$ cat config.mk
export PLATFORM = sky130hd
export DESIGN_NAME = updown_cc_timer
export DESIGN_NICKNAME = d
export VERILOG_FILES = /design/src/rtl/updown_cc_timer_pkg.sv /design/src/rtl/updown_cc_timer_ctrl.sv /design/src/rtl/updown_cc_timer_dp.sv /design/src/rtl/updown_cc_timer.sv
export SDC_FILE = /design/constraint.sdc
export NUM_CORES = 1
export LEC_CHECK = 0
export CAP_MARGIN = 10
export CORE_AREA = 4 4 118 120
export CTS_CLUSTER_DIAMETER = 40
export DETAILED_ROUTE_END_ITERATION = 6
export DIE_AREA = 0 0 122 124
export PLACE_DENSITY = 0.72
export SYNTH_ARGS = -nofsm -noshare
export SYNTH_HDL_FRONTEND = slang
export SYNTH_HIERARCHICAL = 1
export SYNTH_SLANG_ARGS = --single-unit
$ cat constraint.sdc
create_clock -name clk -period 4.9 [get_ports clk]
set_input_delay 0.49 -clock clk [delete_from_list [all_inputs] [get_ports clk]]
set_output_delay 0.49 -clock clk [all_outputs]
set_load 0.1 [all_outputs]
$ cat src/rtl/updown_cc_timer_pkg.sv
package updown_cc_timer_pkg;

  // control byte bit positions (software decodes these)
  localparam int CTL_RUN  = 7;
  localparam int CTL_CCAP = 6;
  localparam int CTL_CCMP = 5;
  localparam int CTL_CLR  = 4;
  localparam int CTL_UP   = 3;

  localparam int ADDR_W = 3;
  localparam logic [ADDR_W-1:0] A_CTRL = 3'd0;
  localparam logic [ADDR_W-1:0] A_CMP  = 3'd1;
  localparam logic [ADDR_W-1:0] A_CAP0 = 3'd2;
  localparam logic [ADDR_W-1:0] A_CAP1 = 3'd3;
  localparam logic [ADDR_W-1:0] A_PSC  = 3'd4;
  localparam logic [ADDR_W-1:0] A_CNT  = 3'd5;

  typedef struct packed {
    logic cclClr;   // software clear, no interrupt
    logic capClr;   // capture-driven clear and prescaler restart
    logic cmpClr;   // compare-driven clear and prescaler restart
    logic cap0;     // load capture 0
    logic cap1;     // load capture 1
    logic wrCmp;    // write compare register
    logic wrPsc;    // write prescale register
  } tmrStrobes_t;

endpackage

$ cat src/rtl/updown_cc_timer_ctrl.sv
module updown_cc_timer_ctrl
  import updown_cc_timer_pkg::*;
(
  input  logic              clk,
  input  logic              rstN,
  input  logic              globalEn,
  input  logic              dirForceEn,
  input  logic              dirForceUp,
  input  logic              regWrEn,
  input  logic [ADDR_W-1:0] regAddr,
  input  logic [7:0]        wrByte,
  input  logic              capTrig0,
  input  logic              capTrig1,
  input  logic              tick,
  input  logic              atWrapEdge,
  input  logic              stepHitsCmp,
  output tmrStrobes_t       strb,
  output logic              running,
  output logic              dirUp,
  output logic [7:0]        ctrlByte,
  output logic              irq
);

  logic runEn, clrOnCap, clrOnCmp, upSel;
  logic ovf0, wrapSeen;
  logic ctlWr, cclWr, capAny, capClr, cmpEvt, cmpClr, wrapNow;
  logic unusedLow;

  assign unusedLow = ^wrByte[2:0];

  assign running = runEn & globalEn;
  assign dirUp   = dirForceEn ? dirForceUp : upSel;

  assign ctlWr   = regWrEn && (regAddr == A_CTRL);
  assign cclWr   = ctlWr && wrByte[CTL_CLR];
  assign capAny  = capTrig0 | capTrig1;
  assign capClr  = clrOnCap & capAny;
  // priority: software clear, capture clear, compare clear, step
  assign cmpEvt  = tick & ~cclWr & ~capClr & stepHitsCmp;
  assign cmpClr  = cmpEvt & clrOnCmp;
  assign wrapNow = tick & ~cclWr & ~capClr & ~cmpClr & atWrapEdge;

  always_comb begin
    strb        = '0;
    strb.cclClr = cclWr;
    strb.capClr = capClr;
    strb.cmpClr = cmpClr;
    strb.cap0   = capTrig0;
    strb.cap1   = capTrig1;
    strb.wrCmp  = regWrEn && (regAddr == A_CMP);
    strb.wrPsc  = regWrEn && (regAddr == A_PSC);
  end

  assign ctrlByte = {runEn, clrOnCap, clrOnCmp, 1'b0, upSel, dirUp, ovf0, running};

  always_ff @(posedge clk) begin
    if (!rstN) begin
      runEn    <= 1'b0;
      clrOnCap <= 1'b0;
      clrOnCmp <= 1'b0;
      upSel    <= 1'b0;
      ovf0     <= 1'b0;
      wrapSeen <= 1'b0;
      irq      <= 1'b0;
    end else begin
      if (ctlWr) begin
        runEn    <= wrByte[CTL_RUN];
        clrOnCap <= wrByte[CTL_CCAP];
        clrOnCmp <= wrByte[CTL_CCMP];
        upSel    <= wrByte[CTL_UP];
      end
      irq <= capAny | cmpEvt | wrapNow;
      if (capTrig0) begin
        ovf0     <= wrapSeen;
        wrapSeen <= wrapNow;
      end else if (wrapNow) begin
        wrapSeen <= 1'b1;
      end
    end
  end

  // a software clear alone never raises the interrupt
  p_ccl_quiet_r8: assert property (@(posedge clk) disable iff (!rstN)
    (cclWr && !capTrig0 && !capTrig1) |=> !irq);

  // every interrupt pulse follows a capture or a tick
  p_irq_cause_r11: assert property (@(posedge clk) disable iff (!rstN)
    irq |-> $past(capTrig0 || capTrig1 || tick));

endmodule

$ cat src/rtl/updown_cc_timer_dp.sv
module updown_cc_timer_dp
  import updown_cc_timer_pkg::*;
#(
  parameter int CNT_W = 16,
  parameter int PSC_W = 8
) (
  input  logic             clk,
  input  logic             rstN,
  input  logic             running,
  input  logic             dirUp,
  input  tmrStrobes_t      strb,
  input  logic [CNT_W-1:0] wrData,
  output logic             tick,
  output logic             atWrapEdge,
  output logic             stepHitsCmp,
  output logic [CNT_W-1:0] count,
  output logic [CNT_W-1:0] cmpVal,
  output logic [CNT_W-1:0] cap0Val,
  output logic [CNT_W-1:0] cap1Val,
  output logic [PSC_W-1:0] pscVal
);

  localparam logic [CNT_W-1:0] CNT_ONE = CNT_W'(1);
  localparam logic [PSC_W-1:0] PSC_ONE = PSC_W'(1);

  logic [PSC_W-1:0] divCnt;
  logic [CNT_W-1:0] stepVal;
  logic             anyClr, phaseRst;

  assign tick        = running && (divCnt >= pscVal);
  assign stepVal     = dirUp ? (count + CNT_ONE) : (count - CNT_ONE);
  assign atWrapEdge  = dirUp ? (&count) : ~(|count);
  assign stepHitsCmp = (stepVal == cmpVal);
  assign anyClr      = strb.cclClr | strb.capClr | strb.cmpClr;
  assign phaseRst    = strb.capClr | strb.cmpClr;

  always_ff @(posedge clk) begin
    if (!rstN) begin
      count  <= '0;
      divCnt <= '0;
    end else begin
      if (anyClr)    count <= '0;
      else if (tick) count <= stepVal;

      if (phaseRst || tick) divCnt <= '0;
      else if (running)     divCnt <= divCnt + PSC_ONE;
    end
  end

  always_ff @(posedge clk) begin
    if (!rstN) begin
      cmpVal  <= '0;
      pscVal  <= '0;
      cap0Val <= '0;
      cap1Val <= '0;
    end else begin
      if (strb.wrCmp) cmpVal  <= wrData;
      if (strb.wrPsc) pscVal  <= wrData[PSC_W-1:0];
      if (strb.cap0)  cap0Val <= count;
      if (strb.cap1)  cap1Val <= count;
    end
  end

  // stopped and not cleared means the count holds
  p_hold_r2: assert property (@(posedge clk) disable iff (!rstN)
    (!running && !strb.cclClr && !strb.capClr) |=> $stable(count));

  // an unobstructed up tick adds exactly one, wrapping at the top
  p_step_up_r4: assert property (@(posedge clk) disable iff (!rstN)
    (tick && dirUp && !anyClr) |=> (count == $past(count) + CNT_ONE));

  // capture 0 holds the count of the trigger cycle
  p_cap0_r5: assert property (@(posedge clk) disable iff (!rstN)
    strb.cap0 |=> (cap0Val == $past(count)));

  // a capture clear leaves both counter and phase at zero
  p_cap_clear_r6: assert property (@(posedge clk) disable iff (!rstN)
    strb.capClr |=> (count == '0 && divCnt == '0));

  // software clear zeroes the count
  p_ccl_zero_r8: assert property (@(posedge clk) disable iff (!rstN)
    strb.cclClr |=> (count == '0));

endmodule

$ cat src/rtl/updown_cc_timer.sv
module updown_cc_timer
  import updown_cc_timer_pkg::*;
#(
  parameter int CNT_W = 16,
  parameter int PSC_W = 8
) (
  input  logic              clk,
  input  logic              rstN,
  input  logic              globalEn,
  input  logic              dirForceEn,
  input  logic              dirForceUp,
  input  logic              regWrEn,
  input  logic [ADDR_W-1:0] regAddr,
  input  logic [CNT_W-1:0]  regWrData,
  output logic [CNT_W-1:0]  regRdData,
  input  logic              capTrig0,
  input  logic              capTrig1,
  output logic [CNT_W-1:0]  count,
  output logic              irq
);

  tmrStrobes_t      strb;
  logic             running, dirUp, tick, atWrapEdge, stepHitsCmp;
  logic [7:0]       ctrlByte;
  logic [CNT_W-1:0] cmpVal, cap0Val, cap1Val;
  logic [PSC_W-1:0] pscVal;

  updown_cc_timer_ctrl u_ctrl (
    .clk(clk), .rstN(rstN), .globalEn(globalEn),
    .dirForceEn(dirForceEn), .dirForceUp(dirForceUp),
    .regWrEn(regWrEn), .regAddr(regAddr), .wrByte(regWrData[7:0]),
    .capTrig0(capTrig0), .capTrig1(capTrig1),
    .tick(tick), .atWrapEdge(atWrapEdge), .stepHitsCmp(stepHitsCmp),
    .strb(strb), .running(running), .dirUp(dirUp),
    .ctrlByte(ctrlByte), .irq(irq)
  );

  updown_cc_timer_dp #(.CNT_W(CNT_W), .PSC_W(PSC_W)) u_dp (
    .clk(clk), .rstN(rstN), .running(running), .dirUp(dirUp),
    .strb(strb), .wrData(regWrData),
    .tick(tick), .atWrapEdge(atWrapEdge), .stepHitsCmp(stepHitsCmp),
    .count(count), .cmpVal(cmpVal), .cap0Val(cap0Val),
    .cap1Val(cap1Val), .pscVal(pscVal)
  );

  always_comb begin
    unique case (regAddr)
      A_CTRL:  regRdData = CNT_W'(ctrlByte);
      A_CMP:   regRdData = cmpVal;
      A_CAP0:  regRdData = cap0Val;
      A_CAP1:  regRdData = cap1Val;
      A_PSC:   regRdData = CNT_W'(pscVal);
      A_CNT:   regRdData = count;
      default: regRdData = '0;
    endcase
  end

endmodule

==> summary.txt, run 1 <==
Timing
  • Period utilization: around nine tenths
  • Rel. slew slack: 33.86%
  • RSZ-0062 raised after global routing: no
  • Slew Viols, Final: 0
  • Slew @ Worst Pin: 989.0 ps
  • Clock skew: ~8.4 ps
  • Fmax: 226.1 MHz
  • Fin Setup TNS: 0 ps
  • Setup-failing EPs final: 0
  • Hold_ws: roughly 490 ps
  • Final Hold Fails: 0
  • Period minus WS final: ~4400 ps

Routing
  • Final ANT Viol Nets: 0
  • First-pass iteration count of the detailed router: 5
  • Via density: 5.610
  • Total number of vias: around 4800
  • Wire length per cell: 18.35 µm
  • DRC viols: 0
  • Final WL: about 16000 µm
  • DRT iter0 DRCs: roughly 350

CTS
  • Post_cts resized: 0
  • Max Buffers Root-to-Sink: 2
  • Post-CTS Setup Repair Bufs: 0
  • Hold Buf Count CTS: 0
  • CTS tree: built
  • Worst-skew pair later-pin latency: 340 ps
  • CTS H-Tree Depth: 3
  • Num CTS Buffers: 9
  • Clock Pin Slew Worst Setup and Hold Paths: ~60 ps
  • CTS sink count: 87
  • Root buf cell: clkbuf_16

Yosys
  • Register area share after synthesis: roughly 30%
  • Post-synthesis register bit count: 87
  • Post-synth EDFFs: 0
  • Post-synth ARST share: 0%
  • Synthesized area: 5741 µm²
  • Mean post-synth cell area: roughly 9.1 µm²
  • Synth Flop Type: dfxtp_1
  • Post-synthesis cell type count: 74
  • Post-Syn Nets: a little under 700
  • YS warnings: 6
  • Gate Count Post-Synth: between 600 and 700

Global route
  • Total GRT Usage: a little over a fifth
  • Wire length of the first global-routing pass: 25100 µm
  • Pin count of the biggest net entering global routing: 51
  • Vias in the first global route: just under 5000
  • Remaining global-route overflow: 0
  • Initial antenna violation count: 0

Critical path
  • Worst reg-to-reg path cell count: 15
  • Critical path arrival: between 4000 and 5000 ps
  • CP Max Fanout: 9
  • Crit-path cells: clkdlybuf4s50_1 > mux2_2 > inv_1 > buf_4 > ha_1 > nor2_1 > a2111oi_2 > o311ai_1 > a2111oi_1 > nand4_1 > a211oi_2 > nand4_1 > a2111oi_2 > nand2_1 > nor2_1 > nor2_1 > nand3_1 > nor2_1
  • CP Depth: 18
  • Crit. End Element: flip-flop
  • CP Launch Point: dirForceEn
  • R2R setup slack: approximately 810 ps
  • Data required time of the worst path: around 5100 ps
  • CP Capture Point: u_dp/divCnt[5]
  • Reg-to-reg critical path endpoint: u_dp/divCnt[5]
  • Most used cell, CP: nor2_1
  • Slowest cell on crit path: clkdlybuf4s50_1
  • Kind of critical path: in -> reg
  • CP startpoint kind: input port
  • Max incr delay on CP: approximately 460 ps
  • Reg-to-reg startpoint: u_dp/count[0]
  • Critical path's top delay family: compound AO/OA/AOI/OAI gates
  • WP buf/inv: 3

Power
  • Sw Share: roughly a quarter
  • Final Total Pwr: about 0.0018 W
  • Net Sw Power: between 0.0004 and 0.0005 W
  • Comb power frac: roughly 15%
  • Clock power share: 43.4%
  • Pint: 0.001317 W
  • Peak supply drop: approximately 160 µV
  • Power per cell area: about 260 nW/µm²
  • Flop pwr share: about two fifths
  • Leak pwr: approximately 2.7 nW

Finish
  • Area grow syn2layout: 16.76%
  • # diodes: 0
  • Fin nets: 717
  • Share of cells above drive strength 1: about an eighth

Flow run
  • Max_cap viols: 0

Floorplan
  • Die H: around 120 µm
  • I/O pin cnt: 60
  • CORE AREA: between 10000 and 15000 µm²
  • Row count: 42
  • Initial Util: between 40% and 50%
  • Die area: roughly 15000 µm²
  • DIE WIDTH: 122 µm

Run status
  • Status: complete, no violations

Place
  • Hpwl dp: about 12000 µm
  • Port bufs: slightly below 60
  • Placer Congestion: 0.9306

Worst hold path
  • Hold Crit Class: reg -> reg
## registers in the layout, summed over array words and instances, names as in the netlist, 8 cells and up
| name | flops |
|---|---|
| u_dp/divCnt | 8 |
| u_dp/cap1Val | 16 |
| u_dp/pscVal | 8 |
| u_dp/cmpVal | 16 |
| u_dp/cap0Val | 16 |
| u_dp/count | 16 |
## metrics by stage
| step | worst slack (ps) | instances | instance area, µm² | util (%) |
|---|---|---|---|---|
| after floorplan | 543.7 | 628 | 5741 | - |
| after global placement | 168.3 | 831 | 6359 | 48.99 |
| after detailed placement | 114.3 | 831 | 6359 | 48.99 |
| after CTS | 430.4 | 847 | 6701 | 51.63 |
| after global routing | 39.59 | 847 | 6703 | 51.64 |
| final | 476.9 | 847 | 6703 | 51.64 |
## synth_stat cells (all sizes together) (9+ instances only)
| master | count | area [µm²] |
|---|---|---|
| ha | 23 | 287.8 |
| dfxtp | 87 | 1742 |
| nor2b | 60 | 382.9 |
| xnor2 | 26 | 227.7 |
| mux2 | 12 | 135.1 |
| nand3 | 10 | 50.05 |
| inv | 22 | 82.58 |
| nor2 | 41 | 153.9 |
| clkbuf | 21 | 80.07 |
| xor2 | 9 | 78.83 |
| a21oi | 19 | 98.85 |
| nand2 | 33 | 123.9 |
| buf | 31 | 250.2 |
| mux2i | 80 | 800.8 |
| a22oi | 11 | 82.58 |
| o21ai | 26 | 130.1 |
## routing by layer
| layer | up-vias | track usage (%) | routed length (µm) | share of wire [%] |
|---|---|---|---|---|
| li1 | 2293 | - | - | - |
| met1 | 2264 | 26.07 | 6690 | 43 |
| met2 | 160 | 37.12 | 7684 | 49 |
| met3 | 35 | 3.633 | 749 | 4.8 |
| met4 | 0 | 7.843 | 420 | 2.7 |
| met5 | - | 0 | 0 | 0 |
## worst register-to-register path, delay by kind of cell (launching register included)
family	cells	cell delay, ps
AO/OA/AOI/OAI	5	1430
AND/OR/NAND/NOR	7	1030
flip-flops	1	640
adder cells (fa/ha/maj)	1	540
buffers and inverters	1	170
XOR/XNOR	1	170
## placed cells by master (no fill, tap or decap), types with 3 or more instances in the layout
| cell | count |
|---|---|
| dfxtp_1 | 87 |
| mux2i_1 | 80 |
| nor2b_1 | 59 |
| clkdlybuf4s50_1 | 43 |
| nor2_1 | 41 |
| buf_4 | 36 |
| nand2_1 | 33 |
| xnor2_1 | 26 |
| ha_1 | 23 |
| inv_1 | 22 |
| o21ai_0 | 21 |
| a21oi_1 | 18 |
| mux2_2 | 12 |
| a22oi_1 | 11 |
| nand3_1 | 10 |
| clkbuf_16 | 9 |
| xor2_1 | 9 |
| nand4_1 | 8 |
| and2_1 | 7 |
| a21o_1 | 7 |
| nor4_1 | 7 |
| nor3_1 | 6 |
| or3_1 | 6 |
| o21ai_1 | 5 |
| a211o_1 | 4 |
| a21boi_0 | 4 |
| xnor3_1 | 4 |
| clkbuf_8 | 3 |
| nand3b_1 | 3 |
| a31oi_1 | 3 |
| and3_1 | 3 |
## worst min path at each step
stage | cells after the start | end | start | slack, ps
floorplan | 2 | u_ctrl/wrapSeen | u_ctrl/wrapSeen | 450
global placement | 2 | u_ctrl/wrapSeen | u_ctrl/wrapSeen | 470
detailed placement | 2 | u_ctrl/wrapSeen | u_ctrl/wrapSeen | 470
CTS | 2 | u_ctrl/wrapSeen | u_ctrl/wrapSeen | 480
global route | 2 | u_ctrl/wrapSeen | u_ctrl/wrapSeen | 530
finish | 2 | u_ctrl/wrapSeen | u_ctrl/wrapSeen | 490
## cells by family (layout without fill, tap and decap cells)
kind of cell,after synthesis,in the layout,share of synthesized area (%)
xor gates and xnor gates,39,39,6.909
buffers and inverters,74,117,7.192
AOI/OAI and AO/OA,112,112,14.25
and+or+nand+nor,197,197,18.66
other,1,1,0.06533
DFF,87,87,30.34
adders and majority gates,24,24,5.362
muxes,94,94,17.22
## power by group through the flow
| stage | Combinational (W) | Clock, W | Sequential, W |
|---|---|---|---|
| 6_report | 0.000272 | 0.000766 | 0.000727 |
| 5_1_grt | 0.000292 | 0.000805 | 0.000728 |
| 4_1_cts | 0.000270 | 0.000778 | 0.000727 |
| 3_5_place_dp | 0.000269 | 0 | 0.000743 |
| 3_3_place_gp | 0.000265 | 0 | 0.000742 |
| 2_1_floorplan | 0.000185 | 0 | 0.000751 |
## layout make-up
class | instances | area, µm²
sequential | 87 | 1742
timing repair buffer | 79 | 700.7
inverter | 22 | 82.58
clock inverter | 4 | 76.32
clock buffer | 12 | 266.5
tap | 176 | 220.2
fill | 1199 | 6277
multi-input combinational | 467 | 3615
(Power assumes the default switching activity.)
==> run 2, diff against run 1 <==
Settings changed: ABC_CLOCK_PERIOD_IN_PS set to 4900, RECOVER_POWER set to 50.
==> summary.txt, run 2 (synthesis gave the netlist of run 1 again) <==
Run status
  • Status: complete, but fails checks
  • Violations in the final reports: max-capacitance violations

Place
  • Placer Congestion: 0.9306 (unchanged)
  • Hpwl dp: 11540 µm (unchanged)
  • Port bufs: 59 (unchanged)

Finish
  • Area grow syn2layout: 16.17%
  • Share of cells above drive strength 1: 11.33% (-0.89 points)
  • Most frequent cells in the layout: 87 x dfxtp_1, 80 x mux2i_1, 59 x nor2b_1
  • Core Util, Final: 51.38% (-0.26 points)
  • Fin nets: 717 (unchanged)
  • # diodes: 0 (unchanged)
  • Filler cell count: 1211 (+1.0%)
  • Commonest non-fill, non-tap cell in the layout: dfxtp_1

Routing
  • Via density: 5.627 (+0.29%)
  • Total number of vias: 4766 (+0.29%)
  • DR WL met3: 680 µm (-9.2%)
  • DRT iter0 DRCs: 355 (+2.3%)
  • Max layer used: met4
  • Final ANT Viol Nets: 0 (unchanged)
  • Wire length per cell: 18.44 µm (+0.47%)
  • Metal2 WL: 7767 µm (+1.1%)
  • First-pass iteration count of the detailed router: 5 (unchanged)
  • Metal-1 WL: 6747 µm (+0.85%)
  • Final WL: 15620 µm (+0.47%)
  • DRC viols: 0 (unchanged)

Timing
  • Slew Viols, Final: 0 (unchanged)
  • Fin Setup TNS: 0 ps (unchanged)
  • Clock skew: 8.362 ps (-0.08452 ps)
  • Slew @ Worst Pin: 1499 ps (+510.0 ps)
  • Final Hold Fails: 0 (unchanged)
  • Rel. slew slack: 0.07127% (-34 points)
  • Period minus WS final: 4447 ps (+24.36 ps)
  • Setup-failing EPs final: 0 (unchanged)
  • RSZ-0062 raised after global routing: no
  • Period utilization: 90.76% (+0.50 points)
  • Fmax: 224.8 MHz (-0.55%)

Critical path
  • Data required time of the worst path: 5120 ps (about the same)
  • Critical path arrival: 4660 ps (+20 ps)
  • Crit. End Element: flip-flop
  • Max incr delay on CP: 460 ps (about the same)
  • Crit-path cells: clkdlybuf4s50_1 > mux2_2 > inv_1 > ha_1 > a211oi_4 > o21bai_2 > xnor3_1 > nor4_1 > nand4_1 > a211oi_2 > nand4_1 > a2111oi_2 > nand2_1 > nor2_1 > nor2_1 > nand3_1 > nor2_1
  • Critical path's top delay family: simple AND/OR/NAND/NOR gates
  • WP buf/inv: 2 (-1)
  • Slowest cell on crit path: clkdlybuf4s50_1
  • CP startpoint kind: input port
  • Most used cell, CP: nor2_1
  • R2R setup slack: 780 ps (-30 ps)
  • CP Max Fanout: 9 (unchanged)
  • Kind of critical path: in -> reg

Global route
  • Wire length of the first global-routing pass: 25100 µm (unchanged)
  • Vias in the first global route: 4811 (unchanged)
  • Initial antenna violation count: 0 (unchanged)
  • Total GRT Usage: 21.16% (unchanged)
  • Remaining global-route overflow: 0 (unchanged)
  • Pin count of the biggest net entering global routing: 51 (unchanged)

Floorplan
  • Die area: 15130 µm² (unchanged)
  • Die H: 124 µm (unchanged)
  • Initial Util: 44.23% (unchanged)
  • Row count: 42 (unchanged)
  • I/O pin cnt: 60 (unchanged)
  • CORE AREA: 12980 µm² (unchanged)
  • DIE WIDTH: 122 µm (unchanged)

CTS
  • Post_cts resized: 0 (unchanged)
  • Root buf cell: clkbuf_16
  • Hold Buf Count CTS: 0 (unchanged)
  • Post-CTS Setup Repair Bufs: 0 (unchanged)
  • Max Buffers Root-to-Sink: 2 (unchanged)
  • CTS H-Tree Depth: 3 (unchanged)
  • CTS sink count: 87 (unchanged)
  • Num CTS Buffers: 9 (unchanged)
  • CTS tree: built
  • Worst-skew pair later-pin latency: 340 ps (about the same)
  • Clock Pin Slew Worst Setup and Hold Paths: 60 ps (about the same)

Power
  • Peak supply drop: 159.3 µV (-0.74%)
  • Power per cell area: 264.5 nW/µm² (+0.50%)
  • Leak pwr: 2.706 nW (+0.61%)

Worst hold path
  • Hold Crit Class: reg -> reg

Flow run
  • Max_cap viols: 1 (+1)
## run 2: changes by cell type in the layout (fill, tap and decap cells not counted), sizes merged
cell,change
clkdlybuf4s50,-17
dlygate4sd3,+17
buf,-5
clkbuf,+5
## run 2: where the power goes
part / switching (W) / internal, W / leakage, nW
combinational: 0.000159 / 0.000111 / 1.84
clock: 0.000279 / 0.000489 / 0.165
sequential: 0.0000114 / 0.000715 / 0.702
## run 2: worst paths after layout
check,from,endpoint,depth (start not counted)
worst max-delay path,dirForceEn,u_dp/divCnt[5],17
worst min-delay path,u_ctrl/wrapSeen,u_ctrl/wrapSeen,2
worst max register to register,u_dp/count[0],u_dp/divCnt[5],15
worst min register to register,u_ctrl/wrapSeen,u_ctrl/wrapSeen,2
## run 2: per-stage QoR
stage	instance area (µm²)	total power [W]	std cells	setup WS, ps	hold WS, ps
final	6669	0.001764	847	452.5	488.5
after global routing	6669	0.001822	847	39.20	534.1
after CTS	6701	0.001775	847	430.4	482.8
after detailed placement	6359	0.001012	831	114.3	472.1
after global placement	6359	0.001007	831	168.3	474.4
after floorplan	5741	0.0009359	628	543.7	451.5
## run 2: metal layers
metal / global-route usage [%] / up-vias
li1: - / 2294
met1: 26.07 / 2298
met2: 37.12 / 145
met3: 3.633 / 29
met4: 7.843 / 0
met5: 0 / -
## run 2: worst min-delay path: stages (launching register included)
cell	delay (ps)
dfxtp_1	310
nand3b_1	80
o21ai_1	60
## run 2: final cells by class
type	instances	area, µm²	share of cell area (%)
Sequential cell	87	1742	26.12
Timing Repair Buffer	79	681.9	10.23
Multi-Input combinational cell	467	3600	53.98
Clock inverter	4	76.32	1.144
Tap cell	176	220.2	3.302
Clock buffer	12	266.5	3.996
Inverter	22	82.58	1.238
==> run 3, diff against run 2 <==
Settings changed: ABC_CLOCK_PERIOD_IN_PS 4900 to 3800, PLACE_DENSITY 0.72 to 0.75.
Clock period 4.9 ns to 3.8 ns, I/O delays scaled along.
==> summary.txt, run 3 (synthesis gave the netlist of run 1 again) <==
Place
  • Port bufs: 59 (unchanged)
  • Placer Congestion: 0.9041 (-2.8%)
  • Pre-CTS setup slack: -768.6 ps (-882.9 ps)
  • Hpwl dp: 12510 µm (+8.4%)
  • Placed Instances: 886 (+6.6%)

Routing
  • Via density: 5.571 (-0.99%)
  • First-pass iteration count of the detailed router: 5 (unchanged)
  • DRC viols: 0 (unchanged)
  • Wire length per cell: 18.91 µm (+2.5%)
  • DRT iter0 DRCs: 389 (+9.6%)
  • Total number of vias: 5070 (+6.4%)
  • Final ANT Viol Nets: 0 (unchanged)
  • Final WL: 17210 µm (+10%)

Finish
  • Commonest non-fill, non-tap cell in the layout: mux2i_1
  • Share of cells above drive strength 1: 23.71% (+12 points)
  • Area grow syn2layout: 30.49%
  • Most frequent cells in the layout: 80 x mux2i_1, 75 x buf_4, 74 x dfxtp_1
  • # diodes: 0 (unchanged)
  • Fin nets: 781 (+8.9%)
  • Final Non-Filler Cells: 910 (+7.4%)
  • Area of the multi-input gates: 3772 µm² (+4.8%)
  • Filler cell count: 1158 (-4.4%)
  • Sequential cell area: 1760 µm² (+1.1%)

Timing
  • Slew Viols, Final: 21 (+21)
  • Hold_ws: 491.3 ps (+2.836 ps)
  • Period utilization: between 90 and 100%
  • Setup-failing EPs final: 0 (unchanged)
  • Fmax: 266.7 MHz
  • Slew @ Worst Pin: 1531 ps (+32.18 ps)
  • Period minus WS final: 3750 ps
  • RSZ-0062 raised after global routing: yes
  • Rel. slew slack: -2.074% (-2.1 points)
  • Post-route setup slack: 49.85 ps (-402.7 ps)
  • Final Hold Fails: 0 (unchanged)
  • Fin Setup TNS: 0 ps (unchanged)
  • Clock skew: 6.317 ps (-2.045 ps)

Critical path
  • Kind of critical path: reg -> reg
  • Critical path arrival: 3990 ps (-670 ps)
  • Reg-to-reg startpoint: u_ctrl/upSel
  • CP startpoint kind: flip-flop
  • Reg-to-reg critical path endpoint: u_dp/count[13]
  • R2R setup slack: 50 ps (-730 ps)
  • CP Capture Point: u_dp/count[13]
  • CP Max Fanout: 11 (+2)
  • Worst reg-to-reg path cell count: 19 (+4)
  • CP Launch Point: u_ctrl/upSel
  • Crit. End Element: flip-flop
  • Data required time of the worst path: 4040 ps (-1080 ps)

Run status
  • Violations in the final reports: max-capacitance violations, max-slew violations
  • Status: complete, but fails checks

Floorplan
  • CORE AREA: 12980 µm² (unchanged)
  • I/O pin cnt: 60 (unchanged)
  • Row count: 42 (unchanged)
  • Initial Util: 44.23% (unchanged)
  • Die H: 124 µm (unchanged)
  • Die area: 15130 µm² (unchanged)
  • DIE WIDTH: 122 µm (unchanged)

Global route
  • Initial antenna violation count: 0 (unchanged)
  • Pin count of the biggest net entering global routing: 36 (-29%)
  • Wire length of the first global-routing pass: 26880 µm (+7.1%)
  • Total GRT Usage: 22.70% (+1.5 points)
  • Remaining global-route overflow: 0 (unchanged)
  • Vias in the first global route: 5059 (+5.2%)

CTS
  • Hold Buf Count CTS: 0 (unchanged)
  • Root buf cell: clkbuf_16
  • CTS tree: built
  • Num CTS Buffers: 9 (unchanged)
  • CTS H-Tree Depth: 3 (unchanged)
  • Worst-skew pair later-pin latency: 340 ps (about the same)
  • CTS sink count: 87 (unchanged)
  • Max Buffers Root-to-Sink: 2 (unchanged)
  • Clock Pin Slew Worst Setup and Hold Paths: 60 ps (about the same)

Flow run
  • Max_cap viols: 1 (unchanged)

Power
  • Leak pwr: 3.053 nW (+13%)
  • Peak supply drop: 205.8 µV (+29%)
  • Power per cell area: 287.6 nW/µm² (+8.7%)

Worst hold path
  • Hold Crit Class: reg -> reg
[run 3: repair_timing]
item / in CTS / in global routing
pin swaps: 12 / 7
endpoints found under the setup margin: 26 / 26
resized for setup: 12 / 24
buffers inserted: 7 / 2
[run 3: worst min path at each step]
stage	end	cells past startpoint	slack (ps)	startpoint
finish	u_ctrl/clrOnCap	2	490	u_ctrl/clrOnCap
global route	u_ctrl/clrOnCap	2	520	u_ctrl/clrOnCap
CTS	u_ctrl/clrOnCap	2	480	u_ctrl/clrOnCap
detailed placement	u_ctrl/clrOnCap	2	470	u_ctrl/clrOnCap
global placement	u_ctrl/clrOnCap	2	480	u_ctrl/clrOnCap
floorplan	u_ctrl/wrapSeen	2	450	u_ctrl/wrapSeen
[run 3: through the flow]
step                      instance area [µm²]  total power, W  util (%)
after global routing                     7491        0.002230     57.71
after detailed placement                 7034        0.001357     54.19
after global placement                   7034        0.001351     54.19
after CTS                                7392        0.002151     56.95
final                                    7491        0.002154     57.71
after floorplan                          5803        0.001211         -
[run 3: worst max-delay path, cell delays in order, from the launching register on]
cell and delay [ps]:
dfxtp_2 320, mux2_4 300, clkinvlp_4 90, buf_12 140
ha_4 230, nor2b_2 170, o221a_2 270, buf_4 130
o41a_1 350, or3_1 380, nand4_1 110, a211oi_2 50
nand4_1 170, a2111oi_4 60, nand2_1 120, nor2_2 40
nor2_2 120, nand3b_1 190, buf_6 200, o31ai_1 210
[run 3: layout make-up]
cell class / count / area share (%)
Sequential cell: 87 / 23.50
Multi-Input combinational cell: 467 / 50.36
Clock buffer: 14 / 3.391
Timing Repair Buffer: 143 / 18.59
Tap cell: 176 / 2.940
Inverter: 22 / 1.152
Clock inverter: 1 / 0.06681
[run 3: power breakdown]
group,switching [W],total (W),internal [W]
sequential,0.0000142,0.000937,0.000922
combinational,0.000231,0.000429,0.000198
clock,0.000332,0.000788,0.000457
total,0.000577,0.00215,0.00158
[run 3: metal layers]
| metal | vias up | GRT usage, % | wire (µm) |
|---|---|---|---|
| li1 | 2415 | - | - |
| met1 | 2454 | 28.40 | 7372 |
| met2 | 164 | 39.19 | 8585 |
| met3 | 37 | 3.769 | 734 |
| met4 | 0 | 8.824 | 513 |
| met5 | - | 0 | 0 |
